<file path="config.mk">
export PLATFORM = sky130hd
export DESIGN_NAME = codec_ctl_writer
export DESIGN_NICKNAME = d
export VERILOG_FILES = /design/src/rtl/codec_ctl_pkg.sv /design/src/rtl/ccw_step_timer.sv /design/src/rtl/ccw_frame_shift.sv /design/src/rtl/codec_ctl_writer.sv
export SDC_FILE = /design/constraint.sdc
export NUM_CORES = 1
export LEC_CHECK = 0
export BUFFER_PORTS_ARGS = -buffer_cell sky130_fd_sc_hd__buf_2
export CAP_MARGIN = 40
export CORE_MARGIN = 2
export CORE_UTILIZATION = 50
export CTS_BUF_LIST = sky130_fd_sc_hd__clkbuf_4 sky130_fd_sc_hd__clkbuf_8 sky130_fd_sc_hd__clkbuf_16
export CTS_CLUSTER_DIAMETER = 50
export DETAILED_ROUTE_END_ITERATION = 6
export HOLD_SLACK_MARGIN = 0.05
export PLACE_DENSITY = 0.77
export REMOVE_ABC_BUFFERS = 1
export SYNTH_ARGS = -nofsm -noshare
export SYNTH_HDL_FRONTEND = slang
export SYNTH_SLANG_ARGS = --single-unit
export TNS_END_PERCENT = 50
</file>
<file path="constraint.sdc">
create_clock -name clk -period 1.9 [get_ports clk]
set_clock_uncertainty 0.2 [all_clocks]
set_input_delay 0.38 -clock clk [delete_from_list [all_inputs] [get_ports clk]]
set_output_delay 0.38 -clock clk [all_outputs]
set_load 0.01 [all_outputs]
</file>
<file path="src/rtl/codec_ctl_pkg.sv">
package codec_ctl_pkg;
   typedef enum logic [2:0] {
      PH_IDLE,
      PH_LEAD,
      PH_SELECT,
      PH_CLK_LO,
      PH_DATA,
      PH_CLK_HI,
      PH_TAIL
   } wr_phase_t;
endpackage

</file>
<file path="src/rtl/ccw_step_timer.sv">
module ccw_step_timer #(
   parameter int STEP_CYCLES = 25
) (
   input  logic clk,
   input  logic rst,
   input  logic restart,
   output logic expired
);
   generate
      if (STEP_CYCLES <= 1) begin : g_single
         logic unused_inputs;
         assign unused_inputs = ^{clk, rst, restart};
         assign expired = 1'b1;
      end else begin : g_count
         localparam int CW = $clog2(STEP_CYCLES);
         localparam logic [CW-1:0] RELOAD = CW'(STEP_CYCLES - 1);
         logic [CW-1:0] remain;
         always_ff @(posedge clk) begin
            if (rst)
               remain <= '0;
            else if (restart)
               remain <= RELOAD;
            else if (remain != '0)
               remain <= remain - 1'b1;
         end
         assign expired = (remain == '0);
      end
   endgenerate
endmodule

</file>
<file path="src/rtl/ccw_frame_shift.sv">
module ccw_frame_shift #(
   parameter int          ADDR_W = 5,
   parameter int          DATA_W = 8,
   parameter logic [1:0]  DEV_ID = 2'b10,
   localparam int         FRAME_W = 3 + ADDR_W + DATA_W
) (
   input  logic              clk,
   input  logic              rst,
   input  logic              load,
   input  logic [ADDR_W-1:0] addr,
   input  logic [DATA_W-1:0] data,
   input  logic              advance,
   output logic              head
);
   logic [FRAME_W-1:0] word_q;

   always_ff @(posedge clk) begin
      if (rst)
         word_q <= '0;
      else if (load)
         word_q <= {DEV_ID, 1'b1, addr, data};
      else if (advance)
         word_q <= {word_q[FRAME_W-2:0], 1'b0};
   end

   assign head = word_q[FRAME_W-1];
endmodule

</file>
<file path="src/rtl/codec_ctl_writer.sv">
module codec_ctl_writer #(
   parameter int         STEP_CYCLES = 25,
   parameter int         ADDR_W      = 5,
   parameter int         DATA_W      = 8,
   parameter logic [1:0] DEV_ID      = 2'b10
) (
   input  logic              clk,
   input  logic              rst,
   input  logic              start,
   input  logic              chip_idx,
   input  logic [ADDR_W-1:0] reg_addr,
   input  logic [DATA_W-1:0] wr_data,
   output logic              busy,
   output logic              done,
   output logic              sclk,
   output logic              sdata,
   output logic [1:0]        cs_n
);
   import codec_ctl_pkg::*;

   localparam int FRAME_W = 3 + ADDR_W + DATA_W;
   localparam int BCW     = $clog2(FRAME_W);
   localparam logic [BCW-1:0] LAST_BIT = BCW'(FRAME_W - 1);

   generate
      if (STEP_CYCLES < 1) begin : g_bad_step
         $error("STEP_CYCLES must be at least 1");
      end
      if (ADDR_W < 1 || DATA_W < 1) begin : g_bad_width
         $error("ADDR_W and DATA_W must be at least 1");
      end
   endgenerate

   wr_phase_t      phase_q;
   logic           sclk_q, sdata_q, done_q, sel_q;
   logic [BCW-1:0] bit_q;
   logic           step_end, restart, accept, head, advance, last_end, drop_sel;

   assign accept   = (phase_q == PH_IDLE) && start;
   assign restart  = accept || ((phase_q != PH_IDLE) && step_end);
   assign advance  = (phase_q == PH_CLK_LO) && step_end;
   assign last_end = (phase_q == PH_CLK_HI) && step_end && (bit_q == LAST_BIT);
   assign drop_sel = (phase_q == PH_LEAD) && step_end;

   ccw_step_timer #(.STEP_CYCLES(STEP_CYCLES)) u_timer (
      .clk     (clk),
      .rst     (rst),
      .restart (restart),
      .expired (step_end)
   );

   ccw_frame_shift #(.ADDR_W(ADDR_W), .DATA_W(DATA_W), .DEV_ID(DEV_ID)) u_frame (
      .clk     (clk),
      .rst     (rst),
      .load    (accept),
      .addr    (reg_addr),
      .data    (wr_data),
      .advance (advance),
      .head    (head)
   );

   always_ff @(posedge clk) begin
      if (rst) begin
         phase_q <= PH_IDLE;
         sclk_q  <= 1'b1;
         sdata_q <= 1'b1;
         sel_q   <= 1'b0;
         bit_q   <= '0;
         done_q  <= 1'b0;
      end else begin
         done_q <= 1'b0;
         unique case (phase_q)
            PH_IDLE:
               if (start) begin
                  phase_q <= PH_LEAD;
                  sel_q   <= chip_idx;
               end
            PH_LEAD:
               if (step_end) phase_q <= PH_SELECT;
            PH_SELECT:
               if (step_end) begin
                  phase_q <= PH_CLK_LO;
                  sclk_q  <= 1'b0;
                  bit_q   <= '0;
               end
            PH_CLK_LO:
               if (step_end) begin
                  phase_q <= PH_DATA;
                  sdata_q <= head;
               end
            PH_DATA:
               if (step_end) begin
                  phase_q <= PH_CLK_HI;
                  sclk_q  <= 1'b1;
               end
            PH_CLK_HI:
               if (step_end) begin
                  if (bit_q == LAST_BIT) begin
                     phase_q <= PH_TAIL;
                     sdata_q <= 1'b1;
                  end else begin
                     phase_q <= PH_CLK_LO;
                     sclk_q  <= 1'b0;
                     bit_q   <= bit_q + 1'b1;
                  end
               end
            PH_TAIL:
               if (step_end) begin
                  phase_q <= PH_IDLE;
                  done_q  <= 1'b1;
               end
            default: phase_q <= PH_IDLE;
         endcase
      end
   end

   generate
      for (genvar k = 0; k < 2; k++) begin : g_sel
         localparam logic MY_IDX = (k != 0);
         logic cs_q;
         always_ff @(posedge clk) begin
            if (rst)
               cs_q <= 1'b1;
            else if (drop_sel && (sel_q == MY_IDX))
               cs_q <= 1'b0;
            else if (last_end)
               cs_q <= 1'b1;
         end
         assign cs_n[k] = cs_q;
      end
   endgenerate

   assign busy  = (phase_q != PH_IDLE);
   assign done  = done_q;
   assign sclk  = sclk_q;
   assign sdata = sdata_q;
endmodule

</file>
==> results.yml <==
detailed_routing:
  first_pass_iters: 4
  wirelength_um: 3660
  dr_total_vias: 1438
  drtIter0Drc: 31
  drc_errors: 0
  wl_per_cell_um: 14.3
  antenna_left: 0
  vias_per_cell: 5.62
cts:
  root_buffer: "clkbuf_4"
  cts_buffer_depth: 2
  cts_tree: "yes"
  clk_pin_slew_worst_paths_ps: 100
  htree_levels: 2
  cts_buffers: 5
  cts_sinks: 34
  clock_latency_ps: 340
  postCtsHoldBufs: 0
timing:
  timing.final.crit_period_ps: 1860
  fmax_mhz: 537
  hold_viol: 0
  setup_viol_count_final: 0
  post-route-period-util_pct: 98.1
  slew_violations: 0
  tightest_slew_ps: 646
  setup_ws_ps: 36.8
  max_slew_margin_pct: 57.0
pwr:
  p_leak_nw: 0.751
  powerDensity_mw_per_mm2: 1370
  ir_drop_v: 0.000922
setup_path:
  critPathArrivalTime_ps: 1900
  worstSetupPathType: "reg2reg"
  cp.required_ps: 1940
  end_kind: "flop"
  startpoint_type: "flop"
  cp_max_fo: 6
grt:
  antenna_found_initial: 0
  globalRouteOverflowTotal: 0
  grt_max_degree: 37
  busiest_layer: "met2"
  grt_pass1_wl_um: 5750
  track_usage_pct: 21.7
  grt_pass1_vias: 1270
  gr-usage-met2_pct: 34.6
  grt_util_met3_pct: 6.06
  use_met1_pct: 27.3
hold_path:
  hold_class: "in2reg"
placement:
  placedCellCount: 244
  placed_area_mm2: 0.00175
  portBuffers: 22
  place_ws_ps: -150
  post-dp-hpwl_um: 2380
  place_congestion: 0.796
synthesis:
  async_reset_ff_share_pct: 0
  yosysSeqAreaShare_pct: 43.1
  synth_area_leaders: "dfxtp_1 43%, a21oi_1 7.9%, a22oi_1 6.2%"
  syn_inst: 183
  ys_seq_elements: 34
  yosysTopAreaCell: "dfxtp_1"
  synth_edf_count: 0
  yosys_most_used_dff: "dfxtp_1"
  syn_area_per_cell_um2: 8.62
  syn-cell-area_mm2: 0.00158
  synth_top_area_share_pct: 43.1
  yosysUniqueCellTypes: 38
  synth.yosys.warnings: 0
floorplan:
  die_w_um: 60.2
  pin_count: 23
  die_h_um: 60.2
  core.rowCount: 20
  core_mm2: 0.00303
  die_area_mm2: 0.00362
  initial_utilization_pct: 52.1
cells_and_area:
  final_cells: 256
  finalInstanceArea_mm2: 0.00194
  utilization_pct: 64.1
  final_common_cell: "dfxtp_1"
  diodes: 0
  area_delta_synth_final_pct: 23.1
  final_cell_mix: "30 x dfxtp_1, 25 x a21oi_1, 22 x buf_2"
  fin_nets: 232
  drive_gt1_share_pct: 33.0
status:
  status: "complete, no violations"
run:
  max_cap_viol_count: 0
what timing repair did:
action,CTS,global route
cloned,1,1
pin swaps,1,4
setup endpoints to repair,16,27
setup buffers,1,3
resized for setup,8,12
hold endpoints to repair,0,0
layout make-up:
type                    count  area [um2]
inverters                   2        7.51
clock buffers               6        51.3
well taps                  44        55.1
fillers                   247        1090
repair buffers             39         263
flip-flops and latches     34         686
multi-input cells         131         880
cells by family after synthesis:
group / share of synthesized area, %
DFF: 43.1
buffers and inverters: 6.11
muxes: 0.634
and+or+nand+nor: 25.0
xor gates and xnor gates: 1.11
AOI/OAI and AO/OA: 22.4
adders and majority gates: 1.59
sequential cells by signal, summed over array words and instances (netlist names):
register                cells
u_frame.word_q             16
u_timer.g_count.remain      5
bit_q                       4
phase_q                     3
g_sel.cs_q                  2
done                        1
sclk                        1
sdata                       1
sel_q                       1
synthesized netlist by cell type (3+ instances only):
cell type	n
nand2_1	19
nor3_1	9
nor4b_1	3
nor2_1	14
buf_4	3
buf_2	5
nor4_1	3
nand3_1	4
a22oi_1	13
clkbuf_1	8
a31oi_1	3
o21ai_0	7
a21oi_1	25
dfxtp_1	34
worst paths after layout:
kind	startpoint	to	slack, ps	cells past startpoint
worst min register to register	u_frame.word_q[7]	u_frame.word_q[7]	260	2
worst min-delay path	chip_idx	sel_q	90	3
worst max register to register	u_timer.g_count.remain[0]	g_sel[1].cs_q	40	6
worst max-delay path	u_timer.g_count.remain[0]	g_sel[1].cs_q	40	6
through the flow:
step                      hold WS, ps  setup TNS (ps)  total power, W
final                            88.0               0         0.00265
after global routing             86.8           -5.33         0.00281
after CTS                        87.9               0         0.00255
after detailed placement          250           -1530         0.00204
after global placement            243            -217         0.00199
after floorplan                   230          -22420         0.00168
power breakdown:
group	switching [W]	total, W	internal (W)	leakage, nW
Combinational	0.000650	0.00123	0.000581	0.440
Clock	0.000233	0.000399	0.000167	0.0302
Sequential	0.000154	0.00102	0.000869	0.280
layer usage:
| metal | part of all wire [%] | up-vias |
|---|---|---|
| met1 | 44 | 680 |
| met4 | 1.4 | 0 |
| met5 | 0 | - |
| met2 | 50 | 26 |
| li1 | - | 727 |
| met3 | 4.2 | 5 |
critical path, cell delays in order (launching register included):
cell	delay [ps]
dfxtp_2	340
inv_2	70
ha_4	150
or4b_4	570
nor2_4	170
and3_4	200
o21bai_2	50
Note: power is estimated with default switching activity, not from simulation.
